--- config.mk ---
export PLATFORM = sky130hd
export DESIGN_NAME = down_timer_chan
export DESIGN_NICKNAME = d
export VERILOG_FILES = /design/src/rtl/down_timer_chan.sv
export SDC_FILE = /design/constraint.sdc
export NUM_CORES = 1
export LEC_CHECK = 0
export BUFFER_PORTS_ARGS = -buffer_cell sky130_fd_sc_hd__buf_4
export CAP_MARGIN = 20
export CORE_MARGIN = 2
export CORE_UTILIZATION = 52
export DETAILED_ROUTE_END_ITERATION = 10
export PLACE_DENSITY = 0.75
export SYNTH_ARGS = -nofsm -noshare
export SYNTH_HDL_FRONTEND = slang
export SYNTH_SLANG_ARGS = --single-unit
--- constraint.sdc ---
create_clock -name clk -period 6.7 [get_ports clk]
set_input_delay 1.005 -clock clk [delete_from_list [all_inputs] [get_ports clk]]
set_output_delay 1.005 -clock clk [all_outputs]
set_load 0.05 [all_outputs]
--- src/rtl/down_timer_chan.sv ---
module down_timer_chan #(
  parameter int CNT_W       = 32,
  parameter int NARROW_W    = 16,
  parameter int DIV_MID_LOG = 4,
  parameter int DIV_MAX_LOG = 8
) (
  input  logic             clk,
  input  logic             rst_n,
  input  logic             tick_en,
  input  logic             ld_we,
  input  logic             bgld_we,
  input  logic             ctl_we,
  input  logic             iclr_we,
  input  logic [CNT_W-1:0] wdata,
  output logic [CNT_W-1:0] count_o,
  output logic [7:0]       ctrl_o,
  output logic             raw_irq,
  output logic             masked_irq
);
  localparam int PRE_W = DIV_MAX_LOG;
  localparam logic [7:0] CTRL_KEEP = 8'hEF;
  localparam logic [7:0] CTRL_RST  = 8'h20;
  localparam logic [CNT_W-1:0] NARROW_MASK = {{(CNT_W-NARROW_W){1'b0}}, {NARROW_W{1'b1}}};
  localparam logic [PRE_W-1:0] MID_LIM = PRE_W'((1 << DIV_MID_LOG) - 1);

  logic [7:0]       ctrl_q;
  logic [CNT_W-1:0] reload_q, cnt_q;
  logic [PRE_W-1:0] pre_q, pre_lim;
  logic             raw_q, halt_q;

  wire one_shot = ctrl_q[0];
  wire wide     = ctrl_q[1];
  wire periodic = ctrl_q[6];
  wire run      = ctrl_q[7];

  always_comb begin
    case (ctrl_q[3:2])
      2'b00:   pre_lim = '0;
      2'b01:   pre_lim = MID_LIM;
      default: pre_lim = '1;
    endcase
  end

  wire [CNT_W-1:0] live_mask = wide ? {CNT_W{1'b1}} : NARROW_MASK;
  wire             active    = run & ~halt_q;
  wire             step      = tick_en & active & (pre_q == pre_lim) & ~ld_we;
  wire             at_zero   = (cnt_q & live_mask) == '0;
  wire             at_one    = (cnt_q & live_mask) == CNT_W'(1);
  wire [CNT_W-1:0] wrap_val  = periodic ? reload_q : {CNT_W{1'b1}};
  wire [CNT_W-1:0] low_next  = at_zero ? wrap_val : cnt_q - 1'b1;
  wire [CNT_W-1:0] cnt_next  = (cnt_q & ~live_mask) | (low_next & live_mask);
  wire             ld_halts  = periodic & ((wdata & live_mask) == '0);

  always_ff @(posedge clk) begin
    if (!rst_n) begin
      ctrl_q   <= CTRL_RST;
      reload_q <= '0;
      cnt_q    <= '1;
      raw_q    <= 1'b0;
      halt_q   <= 1'b0;
      pre_q    <= '0;
    end else begin
      if (ctl_we)
        ctrl_q <= wdata[7:0] & CTRL_KEEP;

      if (ctl_we && (wdata[3:2] != ctrl_q[3:2]))
        pre_q <= '0;
      else if (tick_en && active)
        pre_q <= (pre_q == pre_lim) ? '0 : pre_q + 1'b1;

      if (ld_we || bgld_we)
        reload_q <= wdata;

      if (ld_we)
        cnt_q <= wdata;
      else if (step)
        cnt_q <= cnt_next;

      if (step && at_one)
        raw_q <= 1'b1;
      else if (iclr_we)
        raw_q <= 1'b0;

      if (ld_we)
        halt_q <= ld_halts;
      else if (ctl_we && wdata[7])
        halt_q <= 1'b0;
      else if (step && at_one && one_shot)
        halt_q <= 1'b1;
    end
  end

  assign count_o    = cnt_q;
  assign ctrl_o     = ctrl_q;
  assign raw_irq    = raw_q;
  assign masked_irq = raw_q & ctrl_q[5];
endmodule

==> flow_metrics.env, run 1 <==
export IMPL_outcome="finished clean"
export IMPL_clk_pin_slew_worst_paths_ps=80
export IMPL_number_of_enable_type_register_cells_in_the_synthesized_netlist=0
export IMPL_achievable_frequency_mhz=296.7
export IMPL_cts_repair_resized=0
export IMPL_layout_cells_most_common="sky130_fd_sc_hd__nand2_1"
export IMPL_routedWlPerCell_um=17.72
export IMPL_synth_yosys_warnings=0
export IMPL_detail_route_antenna_nets=0
export IMPL_timing_hold_ws_ps=461.6
export IMPL_cts_tree="done"
export IMPL_first_global_vias=4059
export IMPL_mappedNetlistArea_sq_um=4442
export IMPL_clkSinkCount=81
export IMPL_initial_core_util_pct=53.79
export IMPL_route_vias_total=4400
export IMPL_die_w_um=96.42
export IMPL_max_cap_violations=0
export IMPL_hold_buffers=0
export IMPL_cts_root_buffer_cell="sky130_fd_sc_hd__clkbuf_8"
export IMPL_n_fill_cell=776
export IMPL_synth_main_ff_cell="sky130_fd_sc_hd__dfxtp_1"
export IMPL_finalWirelength_um=12870
export IMPL_nNetsFinal=658
export IMPL_relSlewSlack_pct=20.11
export IMPL_crit_slowest_cell="sky130_fd_sc_hd__nor2_1"
export IMPL_gr_usage_total_pct=28.65
export IMPL_critical_path_cell_count=8
export IMPL_place_congestion=0.8886
export IMPL_remaining_drc_errors=0
export IMPL_postCtsSetupRepairBufs=0
export IMPL_grt_overflow_total=0
export IMPL_area_growth_syn_to_layout_pct=18.17
export IMPL_first_pass_iters=5
export IMPL_maxSlewViolCount=0
export IMPL_floorplan_rows=33
export IMPL_setup_repair_after_global_routing_missed_its_margin="false"
export IMPL_crit_path_cell_trace="inv_1, ha_1, or3b_2, nor3_1, nand2_1, nor2_1, o21ai_0, o211ai_1"
export IMPL_crit_path_start_kind="register"
export IMPL_worst_path_dominant_cell_family="simple AND/OR/NAND/NOR gates"
export IMPL_cellLeakagePower_nw=2.015
export IMPL_hold_viol_final=0
export IMPL_post_synth_num_cell_types=52
export IMPL_cts_made_buffers=9
export IMPL_syn_instance_count=564
export IMPL_period_needed_ps=3371
export IMPL_setup_viol_count_final=0
export IMPL_critPathRequiredTime_ps=6970
export IMPL_worst_ir_drop_vdd_v=0.0001172
export IMPL_antenna_found_initial=0
export IMPL_pin_count_of_the_biggest_net_entering_global_routing=76
export IMPL_antenna_cell_count=0
export IMPL_worstRegToRegCells=8
export IMPL_ys_seq_area_share_pct=36.51
export IMPL_ys_ff_latch=81
export IMPL_number_of_top_level_pins=81
export IMPL_detail_route_vias_per_cell=6.061
export IMPL_path_class="register to register"
export IMPL_clock_path_buffers=2
export IMPL_setup_total_negative_slack_ps=0
export IMPL_die_h_um=96.42
export IMPL_io_buffers=79
export IMPL_ctsHtreeMaxLevel=3
export IMPL_synthArstFlopShare_pct=0
export IMPL_placeableCoreArea_sq_um=8258
export IMPL_critical_path_buf_inv_count=1
export IMPL_wire_length_of_the_first_global_routing_pass_um=20620
export IMPL_place_detailed_hpwl_um=8825
export IMPL_clk_latency_ps=360
export IMPL_worst_pin_slew_ps=1194
export IMPL_min_period_over_period_pct=50.31
export IMPL_pwr_density_cell_nw_per_um2=222.0
export IMPL_area_of_the_die_sq_um=9297
export IMPL_most_common_layout_cells="sky130_fd_sc_hd__nand2_1 (108), sky130_fd_sc_hd__dfxtp_1 (81), sky130_fd_sc_hd__buf_4 (81)"
export IMPL_crit_fanout=15
export IMPL_synth_fp_nets=606
export IMPL_worst_hold_path_cell_count=2
export IMPL_worst_path_max_stage_delay_ps=960
export IMPL_worst_hold_path_type="register to register"
export IMPL_critical_path_endpoint_type="register"
export IMPL_ff2ff_setup_slack_ps=3330
export IMPL_avgSynthCellArea_sq_um=7.875
export IMPL_iteration_0_drc_markers=346
export IMPL_skew_ps=9.599
export IMPL_cp_data_arrival_time_ps=3650
export IMPL_layout_drive_gt1_share_pct=17.71
-- power breakdown --
part / internal [mW] / leakage, nW / switching (mW)
clock: 0.229 / 0.115 / 0.181
sequential: 0.510 / 0.671 / 0.0362
combinational: 0.0759 / 1.23 / 0.133
-- layout make-up --
cell class	instances	area [sq um]	share of cell area [%]
Clock buffer	11	151.4	2.884
Clock inverter	5	77.57	1.478
Inverter	3	11.26	0.2145
Multi-Input combinational cell	440	2648	50.44
Sequential cell	81	1622	30.89
Tap cell	105	131.4	2.503
Timing Repair Buffer	81	608.1	11.59
-- worst reg2reg max path, cell delays in order (launching register included) --
cell                       delay [ps]
sky130_fd_sc_hd__dfxtp_1          370
sky130_fd_sc_hd__inv_1            100
sky130_fd_sc_hd__ha_1             190
sky130_fd_sc_hd__or3b_2           490
sky130_fd_sc_hd__nor3_1           470
sky130_fd_sc_hd__nand2_1          280
sky130_fd_sc_hd__nor2_1           960
sky130_fd_sc_hd__o21ai_0          230
sky130_fd_sc_hd__o211ai_1         210
-- per-layer routing --
metal	GRT usage [%]	vias to the layer above	wire, um
met5	0	-	0
met4	10.45	0	180
met3	3.879	13	873
met2	45.02	195	5887
met1	40.20	2070	5923
li1	-	2122	-
-- logic make-up (layout without fill, tap and decap cells) --
| kind of cell | count (synthesis) | after routing | synth area share [%] |
|---|---|---|---|
| other | 1 | 1 | 0.08443 |
| AOI/OAI and AO/OA | 125 | 125 | 20.06 |
| DFF | 81 | 81 | 36.51 |
| and+or+nand+nor | 270 | 270 | 30.23 |
| muxes | 9 | 9 | 2.028 |
| adders and majority gates | 3 | 3 | 0.8452 |
| xor gates and xnor gates | 32 | 32 | 6.310 |
| buffers and inverters | 43 | 100 | 3.944 |
-- cell usage after synthesis, types with 2 or more instances --
| cell type | instances | area (sq um) |
|---|---|---|
| sky130_fd_sc_hd__xor2_1 | 17 | 148.9 |
| sky130_fd_sc_hd__o221ai_1 | 2 | 17.52 |
| sky130_fd_sc_hd__nand2_1 | 108 | 405.4 |
| sky130_fd_sc_hd__nor4_1 | 15 | 93.84 |
| sky130_fd_sc_hd__nor2b_1 | 9 | 56.30 |
| sky130_fd_sc_hd__nand4b_1 | 5 | 43.79 |
| sky130_fd_sc_hd__and3_1 | 3 | 18.77 |
| sky130_fd_sc_hd__a21boi_0 | 34 | 255.2 |
| sky130_fd_sc_hd__or3b_1 | 2 | 17.52 |
| sky130_fd_sc_hd__nand4_1 | 17 | 106.4 |
| sky130_fd_sc_hd__o22ai_1 | 2 | 12.51 |
| sky130_fd_sc_hd__or3_1 | 4 | 25.02 |
| sky130_fd_sc_hd__mux2i_1 | 9 | 90.09 |
| sky130_fd_sc_hd__nand2b_1 | 6 | 37.54 |
| sky130_fd_sc_hd__buf_2 | 2 | 10.01 |
| sky130_fd_sc_hd__ha_1 | 3 | 37.54 |
| sky130_fd_sc_hd__nor2_1 | 36 | 135.1 |
| sky130_fd_sc_hd__o21ai_0 | 17 | 85.08 |
| sky130_fd_sc_hd__xnor2_1 | 15 | 131.4 |
| sky130_fd_sc_hd__and2_1 | 4 | 25.02 |
| sky130_fd_sc_hd__inv_1 | 3 | 11.26 |
| sky130_fd_sc_hd__nor3b_1 | 7 | 52.55 |
| sky130_fd_sc_hd__a31o_1 | 2 | 17.52 |
| sky130_fd_sc_hd__or4_1 | 6 | 45.04 |
| sky130_fd_sc_hd__or3_2 | 3 | 22.52 |
| sky130_fd_sc_hd__a21oi_1 | 5 | 25.02 |
| sky130_fd_sc_hd__nor3_1 | 11 | 55.05 |
| sky130_fd_sc_hd__o31ai_1 | 7 | 52.55 |
| sky130_fd_sc_hd__a21o_1 | 5 | 37.54 |
| sky130_fd_sc_hd__a22oi_1 | 15 | 112.6 |
| sky130_fd_sc_hd__o211ai_1 | 21 | 157.7 |
| sky130_fd_sc_hd__dfxtp_1 | 81 | 1622 |
| sky130_fd_sc_hd__clkbuf_1 | 35 | 131.4 |
| sky130_fd_sc_hd__or2_2 | 3 | 18.77 |
| sky130_fd_sc_hd__a31oi_1 | 9 | 56.30 |
| sky130_fd_sc_hd__nand3_1 | 25 | 125.1 |
-- metrics by stage --
step,cell area (sq um),power (mW),cells,setup WS [ps],utilization [%]
3_5_place_dp,5020,0.7646,710,3407,60.79
5_1_grt,5249,1.211,726,3175,63.56
6_report,5249,1.165,726,3329,63.56
3_3_place_gp,5020,0.7611,710,3474,60.79
2_1_floorplan,4442,0.6863,564,3804,-
4_1_cts,5249,1.169,726,3451,63.56
-- path summary, 6_finish.rpt --
path | start | to
min reg2reg | reload_q[7] | reload_q[7]
max reg2reg | count_o[0] | register
min | reload_q[7] | reload_q[7]
max | count_o[0] | register
Power figures use the tool's default switching activity.
==> run 2, diff against run 1 <==
==> constraint.sdc (replaced) <==
create_clock -name clk -period 3.5 [get_ports clk]
set_input_delay 0.525 -clock clk [delete_from_list [all_inputs] [get_ports clk]]
set_output_delay 0.525 -clock clk [all_outputs]
set_load 0.05 [all_outputs]
==> flow_metrics.env, run 2 (synthesized netlist as in run 1, its figures left out) <==
export IMPL_outcome="finished clean"
export IMPL_floorplan_rows=33
export IMPL_cts_made_buffers=9
export IMPL_layout_drive_gt1_share_pct=18.73
export IMPL_cts_repair_resized=0
export IMPL_max_cap_violations=0
export IMPL_worst_pin_slew_ps=778.0
export IMPL_period_needed_ps=3004
export IMPL_remaining_drc_errors=0
export IMPL_nNetsFinal=667
export IMPL_ctsHtreeMaxLevel=3
export IMPL_antenna_cell_count=0
export IMPL_most_common_layout_cells="sky130_fd_sc_hd__nand2_1 (108), sky130_fd_sc_hd__buf_4 (90), sky130_fd_sc_hd__dfxtp_1 (81)"
export IMPL_wire_length_of_the_first_global_routing_pass_um=21350
export IMPL_initial_core_util_pct=53.79
export IMPL_maxSlewViolCount=0
export IMPL_achievable_frequency_mhz=332.9
export IMPL_path_class="register to register"
export IMPL_worst_setup_path_endpoint="count_o[1]"
export IMPL_routedWlPerCell_um=18.16
export IMPL_die_w_um=96.42
export IMPL_postCtsSetupRepairBufs=0
export IMPL_number_of_top_level_pins=81
export IMPL_layout_core_utilization_pct=64.26
export IMPL_ff2ff_setup_slack_ps=500
export IMPL_crit_path_start_kind="register"
export IMPL_clk_latency_ps=360
export IMPL_antenna_found_initial=0
export IMPL_critPathRequiredTime_ps=3750
export IMPL_placeableCoreArea_sq_um=8258
export IMPL_setup_repair_after_global_routing_missed_its_margin="false"
export IMPL_die_h_um=96.42
export IMPL_grt_met3_usage_pct=5.508
export IMPL_place_detailed_hpwl_um=9179
export IMPL_clock_path_buffers=2
export IMPL_detail_route_vias_per_cell=6.177
export IMPL_hold_viol_final=0
export IMPL_cts_root_buffer_cell="sky130_fd_sc_hd__clkbuf_8"
export IMPL_hold_buffers=0
export IMPL_worst_hold_path_type="primary input to register"
export IMPL_cellLeakagePower_nw=2.053
export IMPL_setup_total_negative_slack_ps=0
export IMPL_pwr_density_cell_nw_per_um2=418.6
export IMPL_busiest_layer="met2"
export IMPL_timing_hold_ws_ps=410.6
export IMPL_crit_fanout=10
export IMPL_min_period_over_period_pct=85.82
export IMPL_cp_data_arrival_time_ps=3260
export IMPL_n_fill_cell=748
export IMPL_clkSinkCount=81
export IMPL_place_congestion=0.9123
export IMPL_setup_viol_count_final=0
export IMPL_io_buffers=79
export IMPL_area_growth_syn_to_layout_pct=19.46
export IMPL_iteration_0_drc_markers=454
export IMPL_gr_usage_total_pct=29.81
export IMPL_clk_pin_slew_worst_paths_ps=90
export IMPL_finalWirelength_um=13350
export IMPL_area_of_the_die_sq_um=9297
export IMPL_pin_count_of_the_biggest_net_entering_global_routing=44
export IMPL_route_vias_total=4540
export IMPL_globalRouteMet1Util_pct=42.66
export IMPL_pre_cts_ws_ps=614.2
export IMPL_globalRouteMet2Util_pct=46.06
export IMPL_grt_overflow_total=0
export IMPL_final_critical_path_setup_slack_ps=496.2
export IMPL_cts_tree="done"
export IMPL_detail_route_antenna_nets=0
export IMPL_worstRegToRegCells=6
export IMPL_relSlewSlack_pct=47.94
export IMPL_worst_ir_drop_vdd_v=0.0002503
export IMPL_skew_ps=7.462
export IMPL_critical_path_endpoint_type="register"
export IMPL_layout_cells_most_common="sky130_fd_sc_hd__nand2_1"
export IMPL_first_pass_iters=6
export IMPL_worstReg2RegEnd="count_o[1]"
export IMPL_first_global_vias=4113
export IMPL_power_mw=2.221
run 2: cell count changes in the layout (fill, tap and decap cells not counted), sizes merged:
cell	change
inv	+1
buf	+9
clkinv	+1
clkinvlp	-1
clkbuf	-1
run 2: stage by stage:
| stage | instances | instance area [sq um] |
|---|---|---|
| floorplan | 564 | 4442 |
| global placement | 719 | 5087 |
| detailed placement | 719 | 5087 |
| CTS | 735 | 5306 |
| global route | 735 | 5306 |
| finish | 735 | 5306 |
run 2: area by class of cell:
class / instances / area (sq um) / area share (%)
Tap cell: 105 / 131.4 / 2.476
Clock inverter: 6 / 91.34 / 1.721
Timing Repair Buffer: 90 / 675.6 / 12.73
Multi-Input combinational cell: 440 / 2648 / 49.89
Clock buffer: 10 / 127.6 / 2.405
Sequential cell: 81 / 1622 / 30.56
Inverter: 3 / 11.26 / 0.2122
run 2: how the worst min path moves through the flow:
stage,startpoint,end,slack [ps],depth (start not counted)
global route,iclr_we,raw_irq,410,3
floorplan,reload_q[15],reload_q[15],440,2
CTS,wdata[5],ctrl_o[5],400,3
global placement,reload_q[15],reload_q[15],440,2
detailed placement,reload_q[15],reload_q[15],450,2
finish,wdata[5],ctrl_o[5],410,3
run 2: critical path: stages, from the launching register on:
cell	delay, ps
sky130_fd_sc_hd__dfxtp_1	390
sky130_fd_sc_hd__nor3_1	440
sky130_fd_sc_hd__nand3_1	270
sky130_fd_sc_hd__o41a_2	570
sky130_fd_sc_hd__or3_1	570
sky130_fd_sc_hd__or3b_1	440
sky130_fd_sc_hd__a31o_1	230
run 2: routing by layer:
layer | wire length [um] | vias up | part of all wire, %
li1 | - | 2143 | -
met1 | 5773 | 2125 | 43
met2 | 6108 | 248 | 46
met3 | 1262 | 24 | 9.5
met4 | 203 | 0 | 1.5
met5 | 0 | - | 0
run 2: power breakdown:
part | internal (mW) | switching [mW]
Clock | 0.406 | 0.364
Sequential | 0.976 | 0.0686
Combinational | 0.148 | 0.258
